===== src/rtl/i2cst_pkg.sv =====
package i2cst_pkg;
  localparam int REG_W = 32;

  // status word positions, decoded by software
  localparam int BIT_COMP  = 0;
  localparam int BIT_RXRDY = 1;
  localparam int BIT_TXRDY = 2;
  localparam int BIT_OVR   = 6;
  localparam int BIT_UNR   = 7;
  localparam int BIT_NACK  = 8;
  localparam int BIT_LOCK  = 23;

  // control strobe positions
  localparam int CTL_START     = 0;
  localparam int CTL_THR_FLUSH = 24;
  localparam int CTL_RHR_FLUSH = 25;
  localparam int CTL_UNLOCK    = 26;

  // index of each read-clear flag inside the flag vector
  localparam int RC_OVR  = 0;
  localparam int RC_UNR  = 1;
  localparam int RC_NACK = 2;
  localparam int RC_N    = 3;

  typedef struct packed {
    logic comp;
    logic rxrdy;
    logic txrdy;
    logic ovr;
    logic unr;
    logic nack;
    logic lock;
  } stat_t;

  function automatic logic [REG_W-1:0] pack_status(stat_t s);
    logic [REG_W-1:0] v;
    v = '0;
    v[BIT_COMP]  = s.comp;
    v[BIT_RXRDY] = s.rxrdy;
    v[BIT_TXRDY] = s.txrdy;
    v[BIT_OVR]   = s.ovr;
    v[BIT_UNR]   = s.unr;
    v[BIT_NACK]  = s.nack;
    v[BIT_LOCK]  = s.lock;
    return v;
  endfunction

  // bits that may raise an interrupt
  function automatic logic [REG_W-1:0] irq_capable();
    stat_t all;
    all = '1;
    return pack_status(all);
  endfunction
endpackage


===== src/rtl/i2cst_thr.sv =====
module i2cst_thr #(
  parameter int DATA_W = 8
) (
  input  logic              clk,
  input  logic              rst_n,
  input  logic              wr,
  input  logic [DATA_W-1:0] wdata,
  input  logic              flush,
  input  logic              lock,
  input  logic              take_req,
  input  logic              dma_en,
  output logic              full,
  output logic              avail,
  output logic [DATA_W-1:0] byte_out,
  output logic              dma_req,
  output logic              take_ev,
  output logic              underrun_ev
);
  logic              full_q;
  logic [DATA_W-1:0] data_q;

  assign full        = full_q;
  assign byte_out    = data_q;
  assign avail       = full_q & ~lock;
  assign take_ev     = take_req & avail;
  assign underrun_ev = take_req & ~full_q & ~lock;
  assign dma_req     = dma_en & ~full_q & ~lock;

  always_ff @(posedge clk or negedge rst_n) begin
    if (!rst_n) begin
      full_q <= 1'b0;
      data_q <= '0;
    end else if (flush) begin
      full_q <= 1'b0;
    end else if (wr) begin
      full_q <= 1'b1;
      data_q <= wdata;
    end else if (take_ev) begin
      full_q <= 1'b0;
    end
  end

  // a locked transmitter keeps its queued byte
  p_lock_holds_byte_r4: assert property (@(posedge clk) disable iff (!rst_n)
    (lock && !flush && !wr) |=> $stable(full_q));

  // a taken byte empties the holding register
  p_take_empties_r11: assert property (@(posedge clk) disable iff (!rst_n)
    (take_req && !lock && full_q && !wr && !flush) |=> !full_q);
endmodule


===== src/rtl/i2cst_flags.sv =====
module i2cst_flags
  import i2cst_pkg::*;
#(
  parameter int DATA_W = 8
) (
  input  logic              clk,
  input  logic              rst_n,
  input  logic              start,
  input  logic              thr_wr,
  input  logic              thr_full,
  input  logic              unlock,
  input  logic              nack,
  input  logic              stop_done,
  input  logic              busy,
  input  logic              rx_valid,
  input  logic [DATA_W-1:0] rx_byte,
  input  logic              rhr_rd,
  input  logic              rhr_flush,
  input  logic              sr_rd,
  input  logic              underrun_ev,
  output logic              lock,
  output stat_t             stat,
  output logic [DATA_W-1:0] rhr_data
);
  logic              comp_q;
  logic              lock_q;
  logic              rx_full_q;
  logic [DATA_W-1:0] rx_data_q;
  logic [RC_N-1:0]   rc_set;
  logic [RC_N-1:0]   rc_q;
  logic              overrun_ev;
  logic              comp_set_ev;

  assign overrun_ev       = rx_valid & rx_full_q;
  assign comp_set_ev      = stop_done & ~busy & ~thr_full;
  assign rc_set[RC_OVR]   = overrun_ev;
  assign rc_set[RC_UNR]   = underrun_ev;
  assign rc_set[RC_NACK]  = nack;

  for (genvar g = 0; g < RC_N; g++) begin : g_rc
    always_ff @(posedge clk or negedge rst_n) begin
      if (!rst_n)         rc_q[g] <= 1'b0;
      else if (rc_set[g]) rc_q[g] <= 1'b1;
      else if (sr_rd)     rc_q[g] <= 1'b0;
    end
  end

  always_ff @(posedge clk or negedge rst_n) begin
    if (!rst_n)                comp_q <= 1'b1;
    else if (nack)             comp_q <= 1'b1;
    else if (start || thr_wr)  comp_q <= 1'b0;
    else if (comp_set_ev)      comp_q <= 1'b1;
  end

  always_ff @(posedge clk or negedge rst_n) begin
    if (!rst_n)      lock_q <= 1'b0;
    else if (nack)   lock_q <= 1'b1;
    else if (unlock) lock_q <= 1'b0;
  end

  always_ff @(posedge clk or negedge rst_n) begin
    if (!rst_n) begin
      rx_full_q <= 1'b0;
      rx_data_q <= '0;
    end else if (rx_valid) begin
      rx_full_q <= 1'b1;
      rx_data_q <= rx_byte;
    end else if (rhr_rd || rhr_flush) begin
      rx_full_q <= 1'b0;
    end
  end

  assign lock       = lock_q;
  assign rhr_data   = rx_data_q;
  assign stat.comp  = comp_q & ~thr_full;
  assign stat.rxrdy = rx_full_q;
  assign stat.txrdy = ~thr_full;
  assign stat.ovr   = rc_q[RC_OVR];
  assign stat.unr   = rc_q[RC_UNR];
  assign stat.nack  = rc_q[RC_NACK];
  assign stat.lock  = lock_q;

  // NACK raises lock, NACK flag and complete state together
  p_nack_locks_r3: assert property (@(posedge clk) disable iff (!rst_n)
    nack |=> (lock_q && rc_q[RC_NACK] && comp_q));

  // a simultaneous NACK beats the unlock strobe
  p_unlock_vs_nack_r5: assert property (@(posedge clk) disable iff (!rst_n)
    (unlock && nack) |=> lock_q);

  p_unlock_r5: assert property (@(posedge clk) disable iff (!rst_n)
    (unlock && !nack) |=> !lock_q);

  // a read clears a flag that is not set again in the same cycle
  p_read_clears_r8: assert property (@(posedge clk) disable iff (!rst_n)
    (sr_rd && !nack) |=> !rc_q[RC_NACK]);

  // START clears the complete state unless a NACK lands with it
  p_start_clears_r2: assert property (@(posedge clk) disable iff (!rst_n)
    (start && !nack) |=> !comp_q);

  // a byte landing on a full receive register flags overrun
  p_overrun_r7: assert property (@(posedge clk) disable iff (!rst_n)
    (rx_valid && rx_full_q) |=> rc_q[RC_OVR]);
endmodule


===== src/rtl/i2cst_mask.sv =====
module i2cst_mask
  import i2cst_pkg::*;
(
  input  logic             clk,
  input  logic             rst_n,
  input  logic             ier_wr,
  input  logic             idr_wr,
  input  logic [REG_W-1:0] wdata,
  input  logic [REG_W-1:0] status,
  output logic [REG_W-1:0] imr,
  output logic             irq
);
  localparam logic [REG_W-1:0] CAP = irq_capable();

  logic [REG_W-1:0] imr_q;
  logic [REG_W-1:0] set_bits;
  logic [REG_W-1:0] clr_bits;

  assign set_bits = ier_wr ? (wdata & CAP) : '0;
  assign clr_bits = idr_wr ? wdata : '0;

  always_ff @(posedge clk or negedge rst_n) begin
    if (!rst_n)                imr_q <= '0;
    else if (ier_wr || idr_wr) imr_q <= (imr_q | set_bits) & ~clr_bits;
  end

  assign imr = imr_q;
  assign irq = |(status & imr_q);

  // set strobe raises every selected capable bit
  p_mask_set_r9: assert property (@(posedge clk) disable iff (!rst_n)
    (ier_wr && !idr_wr) |=> ((imr_q & $past(wdata & CAP)) == $past(wdata & CAP)));

  // clear strobe drops every selected bit
  p_mask_clr_r9: assert property (@(posedge clk) disable iff (!rst_n)
    idr_wr |=> ((imr_q & $past(wdata)) == '0));

  // an empty mask keeps the line quiet
  p_irq_quiet_r10: assert property (@(posedge clk) disable iff (!rst_n)
    (imr_q == '0) |-> !irq);
endmodule


===== src/rtl/i2c_txstat_lock.sv =====
module i2c_txstat_lock
  import i2cst_pkg::*;
#(
  parameter int DATA_W = 8
) (
  input  logic              clk,
  input  logic              rst_n,
  input  logic              ctl_wr,
  input  logic [31:0]       ctl_wdata,
  input  logic              thr_wr,
  input  logic [DATA_W-1:0] thr_wdata,
  input  logic              sr_rd,
  output logic [31:0]       sr_rdata,
  input  logic              rhr_rd,
  output logic [DATA_W-1:0] rhr_rdata,
  input  logic              ier_wr,
  input  logic              idr_wr,
  input  logic [31:0]       mask_wdata,
  output logic [31:0]       imr_rdata,
  input  logic              eng_tx_req,
  output logic              tx_avail,
  output logic [DATA_W-1:0] tx_byte,
  input  logic              eng_busy,
  input  logic              eng_stop_done,
  input  logic              eng_nack,
  input  logic              eng_rx_valid,
  input  logic [DATA_W-1:0] eng_rx_byte,
  input  logic              dma_tx_en,
  output logic              dma_tx_req,
  output logic              irq
);
  logic  start_stb;
  logic  thr_flush_stb;
  logic  rhr_flush_stb;
  logic  unlock_stb;
  logic  lock;
  logic  thr_full;
  logic  take_ev;
  logic  underrun_ev;
  stat_t stat;
  logic  unused_ctl_bits;
  logic  unused_take;

  assign start_stb     = ctl_wr & ctl_wdata[CTL_START];
  assign thr_flush_stb = ctl_wr & ctl_wdata[CTL_THR_FLUSH];
  assign rhr_flush_stb = ctl_wr & ctl_wdata[CTL_RHR_FLUSH];
  assign unlock_stb    = ctl_wr & ctl_wdata[CTL_UNLOCK];
  assign unused_ctl_bits = ^ctl_wdata;
  assign unused_take     = take_ev;

  i2cst_thr #(.DATA_W(DATA_W)) u_thr (
    .clk         (clk),
    .rst_n       (rst_n),
    .wr          (thr_wr),
    .wdata       (thr_wdata),
    .flush       (thr_flush_stb),
    .lock        (lock),
    .take_req    (eng_tx_req),
    .dma_en      (dma_tx_en),
    .full        (thr_full),
    .avail       (tx_avail),
    .byte_out    (tx_byte),
    .dma_req     (dma_tx_req),
    .take_ev     (take_ev),
    .underrun_ev (underrun_ev)
  );

  i2cst_flags #(.DATA_W(DATA_W)) u_flags (
    .clk         (clk),
    .rst_n       (rst_n),
    .start       (start_stb),
    .thr_wr      (thr_wr),
    .thr_full    (thr_full),
    .unlock      (unlock_stb),
    .nack        (eng_nack),
    .stop_done   (eng_stop_done),
    .busy        (eng_busy),
    .rx_valid    (eng_rx_valid),
    .rx_byte     (eng_rx_byte),
    .rhr_rd      (rhr_rd),
    .rhr_flush   (rhr_flush_stb),
    .sr_rd       (sr_rd),
    .underrun_ev (underrun_ev),
    .lock        (lock),
    .stat        (stat),
    .rhr_data    (rhr_rdata)
  );

  assign sr_rdata = pack_status(stat);

  i2cst_mask u_mask (
    .clk    (clk),
    .rst_n  (rst_n),
    .ier_wr (ier_wr),
    .idr_wr (idr_wr),
    .wdata  (mask_wdata),
    .status (sr_rdata),
    .imr    (imr_rdata),
    .irq    (irq)
  );
endmodule


===== config.mk =====
export PLATFORM = sky130hd
export DESIGN_NAME = i2c_txstat_lock
export DESIGN_NICKNAME = d
export VERILOG_FILES = /design/src/rtl/i2cst_pkg.sv /design/src/rtl/i2cst_thr.sv /design/src/rtl/i2cst_flags.sv /design/src/rtl/i2cst_mask.sv /design/src/rtl/i2c_txstat_lock.sv
export SDC_FILE = /design/constraint.sdc
export NUM_CORES = 1
export LEC_CHECK = 0
export BUFFER_PORTS_ARGS = -buffer_cell sky130_fd_sc_hd__buf_2
export CORE_ASPECT_RATIO = 0.5
export CORE_MARGIN = 3
export CORE_UTILIZATION = 42
export CTS_CLUSTER_SIZE = 25
export DETAILED_ROUTE_END_ITERATION = 10
export GPL_TIMING_DRIVEN = 0
export PLACE_DENSITY = 0.86
export SYNTH_ARGS = -nofsm -noshare
export SYNTH_HDL_FRONTEND = slang
export SYNTH_SLANG_ARGS = --single-unit

===== constraint.sdc =====
create_clock -name clk -period 1.89 [get_ports clk]
set_input_delay 0.378 -clock clk [delete_from_list [all_inputs] [get_ports clk]]
set_output_delay 0.378 -clock clk [all_outputs]
set_load 0.02 [all_outputs]

### After elaboration in Yosys (flattened, before gate mapping)

Index checks and enable logic that the tools add are counted.

* bits of input ports: 94
* memory bits (writable): 0
* bits in read-only memories: 0
* word-level logic and storage cells: 60
* register bits after elaboration: 55
* memories kept: 0
* output and inout bits: 83
* latch bits: 0

* $lt $le $gt $ge: 0
* reduce and logical (&&, ||, !) cells: 12
* add/subtract/negate cells: 0
* shifts and indexed selects: 0
* div/mod/pow operators: 0
* bitwise gates (word level): 22
* $mul: 0
* multiplexer cells: 16
* equality and inequality tests: 0

Operators with widths (count)
* AND 24 x 32 -> 32 bit: 1
* AND 32 bit: 1
* 2-to-1 mux 32 bit: 1
* NOT 32 bit: 1
* OR 32 bit: 1
* OR reduction 32 bit: 1
* 2-to-1 mux 24 bit: 1
* AND 1 bit: 14
* 2-to-1 mux 1 bit: 14
* nonzero test 2 bit: 5
* nonzero test 3 bit: 2
* NOT 1 bit: 4
* logical OR 1 bit: 3
* AND reduction 2 bit: 1

### Logic depth before layout (Yosys ltp)

Gate-level depths: netlist (run 1).

* word-level depth: 6
* depth in mapped cells: 3
* mapped depth without buffers: 3

### Modules after synthesis

From an unflattened synthesis (run 1), not the netlist that was laid out.

* cell total of the unflattened synthesis: 190
* area total of the unflattened synthesis: 2439.8 um2

Modules (own cells, without submodules)
* i2cst_mask: seq. area each 800.8 um2, area an instance 1232.4 um2, instances 1, cells an instance 95
* i2cst_flags: seq. area each 351.6 um2, area an instance 586.8 um2, instances 1, cells an instance 38
* i2cst_thr: seq. area each 225.2 um2, area an instance 404.1 um2, instances 1, cells an instance 27
* i2c_txstat_lock: seq. area each 0.0 um2, area an instance 216.5 um2, instances 1, cells an instance 30

### Worst setup path before layout (run 1)

Ideal clock, no wire load.

* path type: reg2out
* start point: register u_flags.rc_q[1] (netlist: u_flags.stat[2])
* end point: output irq
* stages on the path, launching flop included: 3
* buffers on the path: 0
* arrival time: 1040 ps
* slack: 472 ps
* data required time: 1512 ps
* cells stage by stage: dfrtp_1 -> a222oi_1 -> o211ai_1

* cells in the longest elaborated chain, start to end: 2

Ends and longest elaborated chain
* start: declaration: line i2cst_flags.sv:30 `logic [RC_N-1:0] rc_q;`
* start signal: indexed assignment: line i2cst_flags.sv:42 `if (!rst_n) rc_q[g] <= 1'b0;`
* start signal: indexed assignment: line i2cst_flags.sv:43 `else if (rc_set[g]) rc_q[g] <= 1'b1;`
* start signal: indexed assignment: line i2cst_flags.sv:44 `else if (sr_rd) rc_q[g] <= 1'b0;`
* AND 24 x 32 -> 32 bit: line i2cst_mask.sv:28 `assign irq = |(status & imr_q);`
* OR reduction 32 bit: line i2cst_mask.sv:28
* end: declaration: line i2c_txstat_lock.sv:30 `output logic irq`

No other way between the ends.

### Worst setup path in the final report (run 1)

Same ends and word-level chain as after synthesis.

==> out/qor.csv, run 1 <==
stage,metric,value,unit
sta,Final Max Tran Viols,0,
route,DR vias/cell,4.487,
power_and_ir_drop,switch share,0.2724,
hold_path,worst hold path type,in -> reg,
route,post-route ant nets,0,
clock_network,CTS tree,built,
die,die width,108.5,um
clock_network,# hold bufs at CTS,0,
cells_and_area,Area Overhead vs Synth,40.00,%
yosys,most frequent cell after synthesis,dfrtp_1,
sta,Tcrit/Tclk final,0.9607,
setup_path,crit-path cells,a222oi_1 -> o211ai_1 -> buf_2,
power_and_ir_drop,Clock power frac,0.277,
cells_and_area,n_diodes,0,
sta,Fin. Hold Viols,0,
die,Core ar.,0.004722,sq mm
yosys,predominant post-synthesis flop cell,dfrtp_1,
sta,unrepaired setup endpoints after global routing,no,
route,via count,1741,
sta,FMAX,0.5507,GHz
power_and_ir_drop,power per cell area,791.5,mW/mm^2
die,Die Ht,57.28,um
power_and_ir_drop,Int Power,0.001780,W
yosys,mapped cell area,0.002208,sq mm
die,IO Count,177,
global_routing,first-pass GRT wire length,8507,um
cells_and_area,Final #Nets,415,
clock_network,Resize count post-CTS,0,
yosys,Synth Instances,168,
status,status,finished clean,
setup_path,crit start category,flop,
route,Wirelength per Cell,13.79,um
route,drt total wl,5350,um
yosys,synth top area cells,"dfrtp_1, buf_4, a21boi_0",
setup_path,Crit path max-delay family,compound AO/OA/AOI/OAI gates,
sta,Final Skew,6.475,ps
clock_network,CTS Buf Count,5,
yosys,Synth Register Bits,55,
power_and_ir_drop,VDD IR max,0.0004849,V
sta,slew margin rel.,0.2278,
yosys,Post-synth ARST share,1.000,
sta,Final min period,1816,ps
clock_network,clk sinks,55,
die,Starting Density,0.4677,
power_and_ir_drop,total net switching power,0.0006667,W
placed_design,DPL Wire Length,4263,um
setup_path,Crit. End Element,output port,
clock_network,setup bufs post-CTS,0,
global_routing,vias in the first global route,1783,
setup_path,"Worst Path Class, Setup",reg -> out,
setup_path,critical path required time,1510,ps
clock_network,clk slew on worst S/H paths,90,ps
yosys,most area-hungry cell type in the Yosys netlist,dfrtp_1,
die,std cell rows,17,
route,Initial DRC Count,67,
sta,setup TNS,0,ps
yosys,Synth Warn #,0,
yosys,"EDFF count, synth",0,
setup_path,crit-path max cell delay,410,ps
placed_design,I/O Buffers,122,
clock_network,Skew-Pair Late Insertion Delay,290,ps
power_and_ir_drop,sequential power share,0.528,
clock_network,Root Driver,clkbuf_8,
yosys,post-synth top area share,0.6119,
cells_and_area,FILL cells,372,
cells_and_area,Layout Cells excl Fill,388,
setup_path,Worst EP arrival,1440,ps
yosys,most common library cells after synthesis,"dfrtp_1, buf_4, a21boi_0",
sta,worst slew pin tran,1158,ps
die,Die Footprint,0.006217,sq mm
global_routing,Tot GR Track Use,0.1746,
cells_and_area,share of cells above drive strength 1,0.5497,
cells_and_area,register area,0.001378,sq mm
placed_design,placed insts,380,
clock_network,htree depth,2,
sta,"Setup violations, final",0,
setup_path,slowest CP cell,dfrtp_1,
job,MaxCap Viol Count,0,
power_and_ir_drop,Leakage Power,1.718,nW
yosys,Post-Synthesis Mean Instance Area,13.15,sq um
yosys,Cell variety after synth,24,
setup_path,WP buf/inv,1,
global_routing,grt total ovfl,0,
cells_and_area,area of the multi-input gates,689.4,sq um
power_and_ir_drop,Comb power frac,0.196,
clock_network,Longest Clk Path Bufs,2,
route,drt first pass iters,4,
yosys,register area share after synthesis,0.6238,
global_routing,largest net degree at the start of global routing,56,
global_routing,antenna violations before repair,0,
placed_design,GPL Wtd Cong,0.8101,
route,# DRC,0,
setup_path,crit path max fanout,3,
routing by layer:
| metal | global-route usage | vias to the layer above | wire, um |
|---|---|---|---|
| met5 | 0 | - | 0 |
| met4 | 0.06655 | 0 | 124 |
| met3 | 0.04181 | 12 | 335 |
| met2 | 0.3415 | 68 | 2980 |
| met1 | 0.1814 | 830 | 1910 |
| li1 | - | 831 | - |
worst register-to-register path, stage by stage, from the launching register on:
cell	delay (ps)
dfrtp_1	460
nor3b_1	230
o21ai_0	120
nand2b_1	100
cell families (layout without fill, tap and decap cells):
| logic type | Yosys count | after routing | synth area share |
|---|---|---|---|
| DFF | 55 | 55 | 0.6238 |
| AOI/OAI and AO/OA | 53 | 53 | 0.1666 |
| buffers and inverters | 34 | 164 | 0.1048 |
| muxes | 16 | 16 | 0.08159 |
| and+or+nand+nor | 9 | 9 | 0.02154 |
| other | 1 | 25 | 0.001698 |
per-stage QoR:
stage | power (W) | setup slack [ps] | utilization | hold slack [ps] | cell area (sq um)
2_1_floorplan | 0.001590 | 471.8 | - | 82.41 | 2298
3_3_place_gp | 0.001774 | 414.7 | 0.6335 | 486.6 | 2992
3_5_place_dp | 0.001792 | 432.2 | 0.6335 | 490.1 | 2992
4_1_cts | 0.002469 | 57.34 | 0.6547 | 247.2 | 3092
5_1_grt | 0.002573 | 10.81 | 0.6547 | 237.3 | 3092
6_report | 0.002447 | 74.26 | 0.6547 | 255.9 | 3092
worst paths after layout:
kind / slack [ps] / startpoint / endpoint / cells past startpoint
worst min-delay path: 260 / mask_wdata[2] / u_mask.imr[2] / 2
worst max-delay path: 70 / u_flags.stat[2] / irq / 3
min in group asynchronous: 320 / rst_n / u_mask.imr[27] / 1
worst max register to register: 940 / u_thr.full / u_flags.comp_q / 3
max in group asynchronous: 880 / rst_n / u_flags.rhr_data[5] / 1
worst min register to register: 510 / u_thr.byte_out[0] / u_thr.byte_out[0] / 1
registers in the layout (all words and copies together), names as in the netlist:
name / cells
u_mask.imr: 32
u_flags.rhr_data: 8
u_thr.byte_out: 8
u_flags.stat: 3
u_flags.comp_q: 1
u_flags.lock: 1
u_flags.rx_full_q: 1
u_thr.full: 1
power by group through the flow:
stage          clock, W  sequential [W]  combinational (W)
6_report       0.000677         0.00129           0.000478
5_1_grt        0.000753         0.00130           0.000519
4_1_cts        0.000696         0.00129           0.000482
3_5_place_dp          0         0.00131           0.000477
3_3_place_gp          0         0.00131           0.000464
2_1_floorplan         0         0.00139           0.000202
cell type report:
type / instances / area share
flip-flops and latches: 55 / 0.4456
multi-input cells: 103 / 0.2230
repair buffers: 122 / 0.1975
plain buffers: 31 / 0.07123
clock buffers: 8 / 0.03238
well taps: 66 / 0.02671
inverters: 3 / 0.003642
layout by cell type (no fill, tap or decap):
cell	count
buf_2	124
dfrtp_1	54
buf_4	27
a21boi_0	25
conb_1	25
a21oi_1	18
mux2_2	16
clkbuf_8	7
inv_1	3
clkbuf_1	3
nor2_1	2
nand2_1	2
a21o_1	2
a22o_1	2
nand2b_1	2
nor2b_1	1
a22oi_1	1
a222oi_1	1
o211ai_1	1
and2_1	1
a31o_2	1
a21boi_4	1
nor3b_1	1
o21ai_0	1
dfstp_2	1
No activity file was read; power rests on OpenSTA's default activity.
==> inputs of run 2 (changes only) <==
ABC_AREA = 1   (was default)
CORE_UTILIZATION = 43   (was 42)
==> run 2 against run 1 <==
Against the previous run:
- synthesized cell count is 46% higher
- final area grew 3.8%
- core utilization down 2.4 points
- non-clock buffer count stayed put
- area after synthesis grew 5.8%
- worst hold slack got worse by 12 ps
- worst setup slack improved by 140 ps
- via count up 14%
- first-iteration DRC count down 25%
- critical endpoint unchanged
- largest cell class unchanged
==> out/qor.csv, run 2 <==
stage,metric,value,unit
status,status,finished clean,
sta,unrepaired setup endpoints after global routing,no,
clock_network,setup bufs post-CTS,0,
clock_network,Root Driver,clkbuf_8,
placed_design,GPL Wtd Cong,0.7355,
die,std cell rows,18,
setup_path,critical path required time,1510,ps
placed_design,Setup WS pre-CTS,480.0,ps
job,MaxCap Viol Count,0,
die,IO Count,177,
cells_and_area,share of cells above drive strength 1,0.4131,
clock_network,htree depth,2,
global_routing,vias in the first global route,1802,
setup_path,"Worst Path Class, Setup",reg -> out,
yosys,Synth Register Bits,55,
cells_and_area,n_diodes,0,
yosys,register area share after synthesis,0.5894,
setup_path,crit start category,flop,
cells_and_area,final core utilization,0.6303,
route,drt total wl,5446,um
yosys,most common library cells after synthesis,"nand2_1, dfrtp_1, buf_4",
die,Die Ht,58.13,um
setup_path,WP buf/inv,2,
setup_path,slowest CP cell,dfrtp_1,
power_and_ir_drop,power per cell area,749.1,mW/mm^2
yosys,most area-hungry cell type in the Yosys netlist,dfrtp_1,
cells_and_area,Area Overhead vs Synth,37.26,%
yosys,mapped cell area,0.002337,sq mm
setup_path,crit-path max cell delay,400,ps
global_routing,antenna violations before repair,0,
placed_design,DPL Wire Length,4396,um
yosys,"EDFF count, synth",0,
clock_network,CTS Buf Count,5,
clock_network,Longest Clk Path Bufs,2,
yosys,Cell variety after synth,16,
placed_design,I/O Buffers,121,
hold_path,min-delay src,mask_wdata[31],
global_routing,grt total ovfl,0,
setup_path,crit path max fanout,6,
setup_path,worst reg2reg endpoint,u_thr.full,
cells_and_area,max reg flops,32,
sta,Tcrit/Tclk final,0.8851,
route,via count,1985,
setup_path,crit-path cells,inv_1 -> nand2_1 -> nor2_1 -> nor2_1 -> nand2_1 -> buf_2,
setup_path,Crit path max-delay family,flip-flops,
sta,"Setup violations, final",0,
die,Core ar.,0.005090,sq mm
setup_path,reg2reg start,u_flags.lock,
clock_network,clk sinks,55,
global_routing,Tot GR Track Use,0.1709,
cells_and_area,"commonest non-fill, non-tap cells in the layout","buf_2, nand2_1, dfrtp_1",
setup_path,Worst R2R Setup Slack,1070,ps
die,Die Footprint,0.006410,sq mm
setup_path,Worst EP arrival,1290,ps
die,Starting Density,0.4592,
sta,Fin. Hold Viols,0,
sta,Final WS setup,217.1,ps
clock_network,clk slew on worst S/H paths,90,ps
yosys,post-synth top area share,0.5782,
die,die width,110.3,um
yosys,Synth Instances,245,
route,post-route ant nets,0,
yosys,synth top area cells,"dfrtp_1, nand2_1, buf_4",
sta,FMAX,0.5978,GHz
route,DR vias/cell,4.251,
sta,setup TNS,0,ps
setup_path,R2R cell count,4,
global_routing,largest net degree at the start of global routing,56,
sta,Final Skew,3.658,ps
sta,worst slew pin tran,1145,ps
sta,slew margin rel.,0.2369,
yosys,Post-Synthesis Mean Instance Area,9.540,sq um
clock_network,# hold bufs at CTS,0,
clock_network,Resize count post-CTS,0,
sta,Hold Slack,244.0,ps
yosys,predominant post-synthesis flop cell,dfrtp_1,
sta,Final Max Tran Viols,0,
yosys,Post-synth ARST share,1.000,
cells_and_area,Final #Nets,491,
route,Wirelength per Cell,11.66,um
power_and_ir_drop,Leakage Power,2.001,nW
clock_network,Skew-Pair Late Insertion Delay,300,ps
yosys,most frequent cell after synthesis,nand2_1,
route,# DRC,0,
hold_path,Worst Hold Depth,2,
power_and_ir_drop,VDD IR max,0.0002741,V
route,drt first pass iters,4,
setup_path,Crit. End Element,output port,
global_routing,first-pass GRT wire length,8452,um
hold_path,worst hold path type,in -> reg,
hold_path,Min-Delay Endpoint,u_mask.imr[31],
cells_and_area,"most common cell after layout, fill and taps aside",buf_2,
sta,Final min period,1673,ps
route,Initial DRC Count,50,
yosys,Synth Warn #,0,
clock_network,CTS tree,built,
cells_and_area,FILL cells,433,
## run 2: cell type report
cell class,count,area (sq um),area share
Clock inverter,1,5.005,0.001560
Buffer,32,230.2,0.07176
Sequential cell,55,1378,0.4294
Timing Repair Buffer,121,605.6,0.1888
Inverter,23,86.33,0.02691
Tap cell,70,87.58,0.02730
Multi-Input combinational cell,159,733.2,0.2285
Clock buffer,6,82.58,0.02574
## run 2: stage by stage
step	power (W)	cells	area (sq um)
4_1_cts	0.002428	467	3208
5_1_grt	0.002547	467	3208
3_5_place_dp	0.001793	460	3120
6_report	0.002403	467	3208
3_3_place_gp	0.001782	460	3120
2_1_floorplan	0.001591	269	2427
## run 2: power by group
group / internal, W / total, W / leakage (nW) / switching [W]
combinational: 0.000181 / 0.000486 / 1.25 / 0.000304
clock: 0.000288 / 0.000636 / 0.0470 / 0.000348
sequential: 0.00124 / 0.00128 / 0.709 / 0.0000409
total: 0.00171 / 0.00240 / 2.00 / 0.000693
## run 2: how the worst max path moves through the flow
| stage | start | end | slack, ps | depth (start not counted) |
|---|---|---|---|---|
| 3_5_place_dp | rst_n | u_thr.byte_out[5] | 480 | 1 |
| 5_1_grt | u_thr.full | irq | 50 | 6 |
| 6_report | u_thr.full | irq | 220 | 6 |
| 4_1_cts | u_thr.full | irq | 200 | 6 |
| 2_1_floorplan | u_thr.full | irq | 550 | 5 |
| 3_3_place_gp | rst_n | u_thr.byte_out[5] | 440 | 1 |
## run 2: kinds of logic (layout without fill, tap and decap cells)
kind of cell | after synthesis | after routing | synth area share
DFF | 55 | 55 | 0.5894
buffers and inverters | 55 | 183 | 0.1354
other | 1 | 25 | 0.001604
and+or+nand+nor | 98 | 98 | 0.1697
AOI/OAI and AO/OA | 36 | 36 | 0.1039
## run 2: worst reg2reg max path: stages, from the launching register on
cell and delay, ps:
dfrtp_1 450, inv_1 100, nand2_1 60, nand3_1 60, nand2_1 50
## run 2: layer usage
metal	global-route usage	wire length, um	vias up
met5	0	0	-
met4	0.04912	115	0
met3	0.04449	375	11
met2	0.3052	2899	54
met1	0.2059	2056	905
li1	-	-	1015
